[config.mk]
export PLATFORM = sky130hd
export DESIGN_NAME = sysmgmt_seq
export DESIGN_NICKNAME = d
export VERILOG_FILES = /design/src/rtl/sysmgmt_pkg.sv /design/src/rtl/sysmgmt_save.sv /design/src/rtl/sysmgmt_ctrl.sv /design/src/rtl/sysmgmt_seq.sv
export SDC_FILE = /design/constraint.sdc
export NUM_CORES = 1
export LEC_CHECK = 0
export ABC_AREA = 0
export BUFFER_PORTS_ARGS = -buffer_cell sky130_fd_sc_hd__buf_2
export CORE_UTILIZATION = 35
export CTS_CLUSTER_SIZE = 20
export DETAILED_ROUTE_END_ITERATION = 6
export GPL_TIMING_DRIVEN = 0
export PLACE_DENSITY_LB_ADDON = 0.08
export SLEW_MARGIN = 20
export SYNTH_ARGS = -nofsm -noshare
export SYNTH_HDL_FRONTEND = slang
export SYNTH_HIERARCHICAL = 1
export SYNTH_SLANG_ARGS = --single-unit
[constraint.sdc]
create_clock -name clk_i -period 3.4 [get_ports clk_i]
set_input_delay 0 -clock clk_i [delete_from_list [all_inputs] [get_ports clk_i]]
set_output_delay 0 -clock clk_i [all_outputs]
set_load 0.03 [all_outputs]
[src/rtl/sysmgmt_pkg.sv]
package sysmgmt_pkg;
  localparam int unsigned SA_AW = 16;
  localparam logic [SA_AW-1:0] OFS_TRAP = 16'hFFA4;
  localparam logic [SA_AW-1:0] OFS_SLOT = 16'hFF00;
  localparam logic [15:0] SLOT_RESTART = 16'h00FF;
  localparam int unsigned TRAP_BIT  = 0;
  localparam int unsigned VALID_BIT = 1;
endpackage

[src/rtl/sysmgmt_save.sv]
module sysmgmt_save
  import sysmgmt_pkg::*;
#(
  parameter int unsigned DR_W = 32,
  parameter int unsigned DW   = 32
) (
  input  logic             clk_i,
  input  logic             rst_ni,
  input  logic             entry_i,
  input  logic             nested_i,
  input  logic             io_trap_i,
  input  logic             io_valid_i,
  input  logic             if_i,
  input  logic [DR_W-1:0]  dr6_i,
  input  logic [DR_W-1:0]  dr7_i,
  input  logic             wr_en_i,
  input  logic [SA_AW-1:0] addr_i,
  input  logic [DW-1:0]    wdata_i,
  output logic [DW-1:0]    rdata_o,
  output logic             valid_o,
  output logic             restart_o,
  output logic             saved_if_o,
  output logic [DR_W-1:0]  dr6_o,
  output logic [DR_W-1:0]  dr7_o
);
  localparam int unsigned SLOT_W = 16;

  logic [DW-1:0]     trap_dw_q, entry_dw;
  logic [SLOT_W-1:0] slot_q;
  logic              sif_q;
  logic [DR_W-1:0]   dr6_q, dr7_q;

  always_comb begin
    entry_dw            = '0;
    entry_dw[TRAP_BIT]  = io_trap_i;
    entry_dw[VALID_BIT] = io_trap_i && io_valid_i && !nested_i;
  end

  always_ff @(posedge clk_i or negedge rst_ni) begin
    if (!rst_ni) begin
      trap_dw_q <= '0;
      slot_q    <= '0;
      sif_q     <= 1'b0;
      dr6_q     <= '0;
      dr7_q     <= '0;
    end else if (entry_i) begin
      trap_dw_q <= entry_dw;
      slot_q    <= '0;
      sif_q     <= if_i;
      dr6_q     <= dr6_i;
      dr7_q     <= dr7_i;
    end else if (wr_en_i) begin
      if (addr_i == OFS_TRAP) trap_dw_q <= wdata_i;
      if (addr_i == OFS_SLOT) slot_q    <= wdata_i[SLOT_W-1:0];
    end
  end

  always_comb begin
    case (addr_i)
      OFS_TRAP: rdata_o = trap_dw_q;
      OFS_SLOT: rdata_o = DW'(slot_q);
      default:  rdata_o = '0;
    endcase
  end

  assign valid_o    = trap_dw_q[VALID_BIT];
  assign restart_o  = (slot_q == SLOT_RESTART);
  assign saved_if_o = sif_q;
  assign dr6_o      = dr6_q;
  assign dr7_o      = dr7_q;

  p_slot_clear_r3: assert property (@(posedge clk_i) disable iff (!rst_ni)
    $past(entry_i) |-> slot_q == '0);
  p_nested_r6: assert property (@(posedge clk_i) disable iff (!rst_ni)
    $past(entry_i && nested_i) |-> !trap_dw_q[VALID_BIT]);
  p_valid_r2: assert property (@(posedge clk_i) disable iff (!rst_ni)
    $past(entry_i && !io_trap_i) |-> !trap_dw_q[VALID_BIT]);
endmodule

[src/rtl/sysmgmt_ctrl.sv]
module sysmgmt_ctrl (
  input  logic clk_i,
  input  logic rst_ni,
  input  logic smi_i,
  input  logic rsm_i,
  input  logic nmi_i,
  input  logic dbg_bp_i,
  input  logic io_done_i,
  input  logic valid_i,
  input  logic restart_req_i,
  output logic in_smm_o,
  output logic entry_o,
  output logic nested_o,
  output logic eflags_we_o,
  output logic dr_we_o,
  output logic restart_io_o,
  output logic next_insn_o,
  output logic undef_o,
  output logic nmi_o,
  output logic dbg_trap_o
);
  logic in_smm_q, smi_pend_q, nmi_pend_q, dbg_pend_q, io_wait_q;
  logic eflags_we_q, dr_we_q, restart_q, next_q, undef_q, nmi_q, dbg_trap_q;
  logic entry, resume, do_restart;

  assign entry      = !in_smm_q && (smi_i || smi_pend_q);
  assign resume     = in_smm_q && rsm_i;
  assign do_restart = restart_req_i && valid_i;

  always_ff @(posedge clk_i or negedge rst_ni) begin
    if (!rst_ni) begin
      in_smm_q    <= 1'b0;
      smi_pend_q  <= 1'b0;
      nmi_pend_q  <= 1'b0;
      dbg_pend_q  <= 1'b0;
      io_wait_q   <= 1'b0;
      eflags_we_q <= 1'b0;
      dr_we_q     <= 1'b0;
      restart_q   <= 1'b0;
      next_q      <= 1'b0;
      undef_q     <= 1'b0;
      nmi_q       <= 1'b0;
      dbg_trap_q  <= 1'b0;
    end else begin
      eflags_we_q <= 1'b0;
      dr_we_q     <= 1'b0;
      restart_q   <= 1'b0;
      next_q      <= 1'b0;
      undef_q     <= 1'b0;
      nmi_q       <= 1'b0;
      dbg_trap_q  <= dbg_bp_i && !in_smm_q && !entry;
      if (entry) begin
        in_smm_q    <= 1'b1;
        smi_pend_q  <= 1'b0;
        eflags_we_q <= 1'b1;
        io_wait_q   <= 1'b0;
      end
      if (in_smm_q && smi_i) smi_pend_q <= 1'b1;
      if (dbg_bp_i && (entry || (in_smm_q && !rsm_i))) dbg_pend_q <= 1'b1;
      if (resume) begin
        in_smm_q    <= 1'b0;
        eflags_we_q <= 1'b1;
        dr_we_q     <= 1'b1;
        restart_q   <= do_restart;
        next_q      <= !do_restart;
        undef_q     <= restart_req_i && !valid_i;
        if (dbg_pend_q) begin
          if (do_restart) io_wait_q <= 1'b1;
          else begin
            dbg_trap_q <= 1'b1;
            dbg_pend_q <= 1'b0;
          end
        end
      end
      // deferred trap waits for the re-executed access
      if (io_wait_q && !in_smm_q && !entry && io_done_i) begin
        dbg_trap_q <= 1'b1;
        dbg_pend_q <= 1'b0;
        io_wait_q  <= 1'b0;
      end
      if (nmi_i && (in_smm_q || entry)) nmi_pend_q <= 1'b1;
      else if (!in_smm_q && !entry) begin
        nmi_q      <= nmi_i || nmi_pend_q;
        nmi_pend_q <= 1'b0;
      end
    end
  end

  assign in_smm_o     = in_smm_q;
  assign entry_o      = entry;
  assign nested_o     = smi_pend_q;
  assign eflags_we_o  = eflags_we_q;
  assign dr_we_o      = dr_we_q;
  assign restart_io_o = restart_q;
  assign next_insn_o  = next_q;
  assign undef_o      = undef_q;
  assign nmi_o        = nmi_q;
  assign dbg_trap_o   = dbg_trap_q;

  p_entry_if_r1: assert property (@(posedge clk_i) disable iff (!rst_ni)
    $rose(in_smm_q) |-> eflags_we_q);
  p_resume_r11: assert property (@(posedge clk_i) disable iff (!rst_ni)
    $fell(in_smm_q) |-> (restart_q ^ next_q) && dr_we_q);
  p_undef_r5: assert property (@(posedge clk_i) disable iff (!rst_ni)
    undef_q |-> next_q);
  p_nmi_mask_r9: assert property (@(posedge clk_i) disable iff (!rst_ni)
    in_smm_q |-> !nmi_q);
  p_dbg_hold_r7: assert property (@(posedge clk_i) disable iff (!rst_ni)
    in_smm_q |-> !dbg_trap_q);
  p_restart_defer_r8: assert property (@(posedge clk_i) disable iff (!rst_ni)
    restart_q |-> !dbg_trap_q);
endmodule

[src/rtl/sysmgmt_seq.sv]
module sysmgmt_seq
  import sysmgmt_pkg::*;
#(
  parameter int unsigned DR_W = 32,
  parameter int unsigned DW   = 32
) (
  input  logic             clk_i,
  input  logic             rst_ni,
  input  logic             smi_i,
  input  logic             io_trap_i,
  input  logic             io_valid_i,
  input  logic             dbg_bp_i,
  input  logic             io_done_i,
  input  logic             nmi_i,
  input  logic             rsm_i,
  input  logic             if_i,
  input  logic [DR_W-1:0]  dr6_i,
  input  logic [DR_W-1:0]  dr7_i,
  input  logic             sa_we_i,
  input  logic [SA_AW-1:0] sa_addr_i,
  input  logic [DW-1:0]    sa_wdata_i,
  output logic [DW-1:0]    sa_rdata_o,
  output logic             in_smm_o,
  output logic             nmi_mask_o,
  output logic             eflags_we_o,
  output logic             eflags_if_o,
  output logic             dr_we_o,
  output logic [DR_W-1:0]  dr6_o,
  output logic [DR_W-1:0]  dr7_o,
  output logic             restart_io_o,
  output logic             next_insn_o,
  output logic             undef_restart_o,
  output logic             nmi_o,
  output logic             dbg_trap_o
);
  logic entry, nested, valid, restart_req, saved_if, in_smm;

  sysmgmt_ctrl i_ctrl (
    .clk_i         (clk_i),
    .rst_ni        (rst_ni),
    .smi_i         (smi_i),
    .rsm_i         (rsm_i),
    .nmi_i         (nmi_i),
    .dbg_bp_i      (dbg_bp_i),
    .io_done_i     (io_done_i),
    .valid_i       (valid),
    .restart_req_i (restart_req),
    .in_smm_o      (in_smm),
    .entry_o       (entry),
    .nested_o      (nested),
    .eflags_we_o   (eflags_we_o),
    .dr_we_o       (dr_we_o),
    .restart_io_o  (restart_io_o),
    .next_insn_o   (next_insn_o),
    .undef_o       (undef_restart_o),
    .nmi_o         (nmi_o),
    .dbg_trap_o    (dbg_trap_o)
  );

  sysmgmt_save #(.DR_W(DR_W), .DW(DW)) i_save (
    .clk_i      (clk_i),
    .rst_ni     (rst_ni),
    .entry_i    (entry),
    .nested_i   (nested),
    .io_trap_i  (io_trap_i),
    .io_valid_i (io_valid_i),
    .if_i       (if_i),
    .dr6_i      (dr6_i),
    .dr7_i      (dr7_i),
    .wr_en_i    (sa_we_i && in_smm && !rsm_i),
    .addr_i     (sa_addr_i),
    .wdata_i    (sa_wdata_i),
    .rdata_o    (sa_rdata_o),
    .valid_o    (valid),
    .restart_o  (restart_req),
    .saved_if_o (saved_if),
    .dr6_o      (dr6_o),
    .dr7_o      (dr7_o)
  );

  assign in_smm_o    = in_smm;
  assign nmi_mask_o  = in_smm;
  assign eflags_if_o = in_smm ? 1'b0 : saved_if;
endmodule

Word-level counts from Yosys, hierarchy flattened
Cells that the tools add are included.
{ "totals": {"output_inout_bits": 106, "input_bits": 123, "elab_cells": 92, "regBits": 125} }
{ "op_classes": {"mux": 36, "reduce_logical": 36, "n_eq_ne": 3} }
{ "op_table": {"columns": ["op", "n"], "rows": [
  ["$mux 32", 3],
  ["$pmux 32 s2", 1],
  ["$mux 16", 3],
  ["$eq 16x16->1 const B", 2],
  ["$mux 1", 29],
  ["$logic_and 1x1->1", 18],
  ["$eq 16x8->1 const B", 1],
  ["$reduce_bool 2->1", 6],
  ["$logic_not 1->1", 6],
  ["$logic_or 1x1->1", 4],
  ["$reduce_and 2->1", 2]
]} }

Depth between registers and ports, before layout
{ "depth": {"word_depth": 9, "ltp_mapped": 7, "ltp_nobuf": 6} }

Hierarchy
The synthesis kept the hierarchy.
{ "by_module_without_submodules": {"columns": ["module", "cells_per_inst", "area_each_um2", "n_inst", "seq_area_each_um2"], "rows": [
  ["sysmgmt_save", 414, 4926.0, 1, 2827.7],
  ["sysmgmt_ctrl", 36, 432.9, 1, 300.3],
  ["sysmgmt_seq", 3, 22.5, 1, 0.0]
]} }

Worst setup path after synthesis
Ideal clock, no wire load.
{ "synth_path": {"kind": "reg2reg", "startpoint": "register i_ctrl.in_smm_q, in the netlist i_ctrl/in_smm_o", "endpoint": "register i_save.slot_q[10]", "slack_ps": 1123, "period_less_slack_ps": 2277, "setup_time_ps": 131, "n_path_buf": 2, "arrival_ps": 2146, "stages_incl_launch_ff": 8, "t_required_ps": 3269, "cell_sequence": "dfrtp_1 > and3b_1 > buf_2 > or3b_1 > nor4_2 > nand2_1 > buf_2 > mux2i_1"} }
{ "synth_via": {"elab_chain_cells": 4, "elab_cells_between_ends": 8, "cone_classes": "mux: 1; reduce/logical: 7"} }
{ "synth_rtl": {"columns": ["element", "line", "text"], "rows": [
  ["from (decl)", "sysmgmt_ctrl.sv:22", "logic in_smm_q, smi_pend_q, nmi_pend_q, dbg_pend_q, io_wait_q;"],
  ["from (signal assigned)", "sysmgmt_ctrl.sv:32", "in_smm_q <= 1'b0;"],
  ["from (signal assigned)", "sysmgmt_ctrl.sv:53", "in_smm_q <= 1'b1;"],
  ["from (signal assigned)", "sysmgmt_ctrl.sv:61", "in_smm_q <= 1'b0;"],
  ["$logic_not 1->1 or $logic_and 1x1->1 (tied branches)", "sysmgmt_ctrl.sv:26, sysmgmt_seq.sv:70", null],
  ["$logic_and 1x1->1 (on tied branches)", "sysmgmt_ctrl.sv:26, sysmgmt_seq.sv:70", null],
  ["$reduce_bool 2->1 (no line)", null, null],
  ["$reduce_and 2->1 (no line)", null, null],
  ["to (signal assigned)", "sysmgmt_save.sv:54", "if (addr_i == OFS_SLOT) slot_q <= wdata_i[SLOT_W-1:0];"],
  ["to (decl)", "sysmgmt_save.sv:29", "logic [SLOT_W-1:0] slot_q;"]
]} }
Several ways; a longest one is shown, not always the timed one.
A chain may end at the register's enable or synchronous reset.

Final worst setup path
{ "layout_path": {"startpoint": "register i_ctrl.in_smm_q, in the netlist i_ctrl/in_smm_o", "endpoint": "register i_save.trap_dw_q[8]"} }
{ "layout_via": {"elab_chain_cells": 4, "elab_cells_between_ends": 8, "cone_classes": "mux: 1; reduce/logical: 7"} }
{ "layout_rtl": {"columns": ["element", "line", "text"], "rows": [
  ["$logic_not 1->1 *", "sysmgmt_ctrl.sv:26", "assign entry = !in_smm_q && (smi_i || smi_pend_q);"],
  ["$logic_and 1x1->1 *", "sysmgmt_ctrl.sv:26", null],
  ["via entry", "sysmgmt_seq.sv:36", "logic entry, nested, valid, restart_req, saved_if, in_smm;"],
  ["$reduce_bool 2->1 (no line)", null, null],
  ["$reduce_and 2->1 (no line)", null, null],
  ["to (signal assigned)", "sysmgmt_save.sv:47", "trap_dw_q <= entry_dw;"],
  ["to (signal assigned)", "sysmgmt_save.sv:53", "if (addr_i == OFS_TRAP) trap_dw_q <= wdata_i;"],
  ["to (decl)", "sysmgmt_save.sv:28", "logic [DW-1:0] trap_dw_q, entry_dw;"]
]} }
Mark *: on every way through the listed nets, which the timed path passes. The rest lies on a longest branch.

==> metrics.cfg <==
[status]
status = finished clean

[detailed_routing]
finalWirelength_mm = 16.2
wl_per_cell_um = 16.1
viasPerCell = 4.82
ant_nets = 0
first_pass_iters = 4
vias = 4858
drt_iter0_drc = 154
drc = 0

[logic_synthesis]
async_reset_ff_frac = 1.00
syn-num-nets = 576
synth_seq_cells = 125
syn_area_per_cell_um2 = 11.9
ys.flop_type = dfrtp_1
ys_seq_area_frac = 0.581
syn_area_um2 = 5380
synth_edf_count = 0
syn_inst = 453
yosysWarningCount = 6
yosysUniqueCellTypes = 37

[critical_path]
cpMostUsedCell = clkbuf_1
crit_type = reg2reg
worstReg2RegEnd = i_save/trap_dw_q[8]$_DFFE_PN0P_
endpoint_kind = flop
cp.required_ns = 3.67
startpoint = i_ctrl/in_smm_o$_DFFE_PN0P_
cpPeakStageDelay_ns = 0.50
crit_fanout = 11
cp_data_arrival_time_ns = 2.91
r2r-start = i_ctrl/in_smm_o$_DFFE_PN0P_
r2r_cells = 6
reg2reg_slack_ns = 0.75
start_kind = flop
path_cells = nor2_1 > clkbuf_1 > clkbuf_1 > clkbuf_1 > clkbuf_1 > a21oi_1
crit_path_top_delay_cell = clkbuf_1

[global_route]
grt_use_total = 0.213
grt-ovfl-total = 0
grt_pass1_vias = 5228
use_met1 = 0.260
grt_pass1_wl_mm = 26.0
use_met2 = 0.357
global_route.usage.met3 = 0.0675
grt_start_max_net_pins = 65
antenna_found_initial = 0
busiest_layer = met2

[flow_run]
max_cap_violations = 0

[power_and_ir_drop]
power_frac_clock = 0.331
intPower_mw = 3.48
ir_drop_mv = 0.372
powerDensity_nw_per_um2 = 619
p_sw_mw = 1.76
seqPwrFrac = 0.369
comb_power_share = 0.301
leakagePower_nw = 4.13
switching_share = 0.336

[sta]
tns_ns = 0
timing.final.crit_period_ns = 2.65
grt_setup_unrepaired = no
finClkSkew_ns = 0.00654
drv_slew = 0
worst-slew-pin-transition_ns = 0.838
layout_setup_ws_ns = 0.754
fmaxAchievable_mhz = 378
hold_violations = 0
slew-limit-headroom = 0.437
finalCritPeriodShare = 0.778
setup_violations = 0

[clocking]
cts_htree_levels = 4
clock-sinks = 125
numCtsBuffers = 17
cts_tree = done
clkTransAtPathRegs_ns = 0.06
cts-root-buf = clkbuf_16
cts_buffer_depth = 2
clk-insertion-delay-late_ns = 0.41

[layout]
syn2layout_area_growth_pct = 57.4
layout.nets = 934
finish.utilization = 0.574
seq_area_um2 = 3130
n_antenna_cell = 0
drive_gt1_frac = 0.419
multi_input_comb_area_um2 = 2070
fillCellCount = 1272

[floorplan]
ioPinCount = 229
fp-row-count = 44
start_util = 0.365
die_w_um = 126
die_h_um = 126
core_um2 = 14800
die-area_um2 = 15900

[placed_design]
dp.final_hpwl_mm = 11.1
gp_congestion = 0.788
place_ws_ns = 0.682
io_buffers = 228

[hold_path]
hold_class = in2reg
worstHoldPathCells = 5
hold_path_end = i_save/trap_dw_q[1]$_DFFE_PN0P_
worstHoldStart = sa_addr_i[3]

## final cells by class
| class | instances | share of cell area |
|---|---|---|
| plain buffers | 34 | 0.0208 |
| clock buffers | 27 | 0.0653 |
| clock inverters | 4 | 0.00295 |
| inverters | 3 | 0.00133 |
| multi-input cells | 291 | 0.244 |
| flip-flops and latches | 125 | 0.369 |
| well taps | 184 | 0.0272 |
| repair buffers | 339 | 0.269 |
## through the flow
step           std cells  area [µm²]  hold slack (ns)  power (mW)
3_5_place_dp         866        6790          -0.0280        3.43
2_1_floorplan        453        5380           -0.296        2.92
3_3_place_gp         865        6750            0.232        3.41
4_1_cts             1007        8470           0.0123        5.30
5_1_grt             1007        8470           0.0263        5.50
6_report            1007        8470           0.0360        5.24
## per-layer routing
metal  share of wire  up-vias
met5               0        -
met1            0.44     2328
met4          0.0092        0
met3           0.069        9
met2            0.48      191
li1                -     2330
## cell usage in the layout (no fill, tap or decap), drive strengths merged
master,Yosys,final
and3,2,2
or4,3,3
buf,12,241
dfrtp,125,125
clkinvlp,0,2
nor4,4,4
or3b,1,1
mux2,65,65
clkinv,1,3
a21oi,35,35
nor3,4,4
and2,17,17
and3b,1,1
dlygate4sd3,0,110
inv,2,2
nand3,33,33
nor2b,3,3
a22o,16,16
nor3b,1,1
nand2b,1,1
clkbuf,22,49
nand4,3,3
nand2,35,35
a31oi,2,2
o2bb2ai,1,1
nand4b,3,3
or3,2,2
mux2i,17,17
nor2,9,9
o21ai,33,33
## power by group through the flow
| stage | Sequential [mW] | Combinational (mW) | Clock, mW |
|---|---|---|---|
| 4_1_cts | 1.93 | 1.58 | 1.78 |
| 3_3_place_gp | 1.94 | 1.47 | 0 |
| 3_5_place_dp | 1.95 | 1.48 | 0 |
| 6_report | 1.93 | 1.58 | 1.73 |
| 5_1_grt | 1.97 | 1.67 | 1.86 |
| 2_1_floorplan | 2.50 | 0.421 | 0 |
## critical path: cells and delay by family, from the launching register on
| family | cells | cell delay [ns] |
|---|---|---|
| compound gates | 1 | 0.08 |
| flops | 1 | 0.48 |
| buf+inv | 4 | 1.78 |
| simple gates | 1 | 0.14 |
## state kept, by name, indices dropped and copies added, names as in the netlist
name and cells:
i_ctrl/nmi_o 1, i_save/trap_dw_q 32, i_ctrl/nested_o 1, i_save/saved_if_o 1, i_ctrl/dbg_trap_o 1, i_ctrl/next_insn_o 1
i_save/dr6_o 32, i_ctrl/dr_we_o 1, i_save/dr7_o 32, i_ctrl/nmi_pend_q 1, i_ctrl/undef_o 1, i_ctrl/dbg_pend_q 1
i_ctrl/io_wait_q 1, i_ctrl/eflags_we_o 1, i_save/slot_q 16, i_ctrl/restart_io_o 1, i_ctrl/in_smm_o 1
## worst max-delay path by stage
stage,endpoint
4_1_cts,i_save/trap_dw_q[8]$_DFFE_PN0P_
2_1_floorplan,i_save/slot_q[10]$_DFFE_PN0P_
3_5_place_dp,i_save/trap_dw_q[8]$_DFFE_PN0P_
6_report,i_save/trap_dw_q[8]$_DFFE_PN0P_
3_3_place_gp,i_save/dr6_o[15]$_DFFE_PN0P_
5_1_grt,i_save/trap_dw_q[15]$_DFFE_PN0P_
## synth_stat cells (3+ instances only)
master    number  area [µm²]
nor2_1         9        33.8
mux2i_1       17         170
nand4_1        3        18.8
nand3_1       33         165
a21oi_1       34         170
nor2b_1        3        18.8
a22o_1        16         140
buf_6          4        45.0
buf_2          6        30.0
clkbuf_2       3        15.0
dfrtp_1      125        3130
nand4b_1       3        26.3
clkbuf_1      19        71.3
nand2_1       35         131
mux2_2        65         732
and2_1        17         106
o21ai_1        6        30.0
nor3_1         4        20.0
o21ai_0       27         135
## cell families after synthesis
family / share of synthesized area
DFF: 0.581
and+or+nand+nor: 0.122
AOI/OAI and AO/OA: 0.0939
buffers and inverters: 0.0349
muxes: 0.168
## timing repair
item,CTS,global route
hold buffers,110,0
resized for setup,0,0
hold endpoints to repair,249,0
setup endpoints to repair,0,0
setup buffers,0,0
Power figures use the tool's default switching activity.
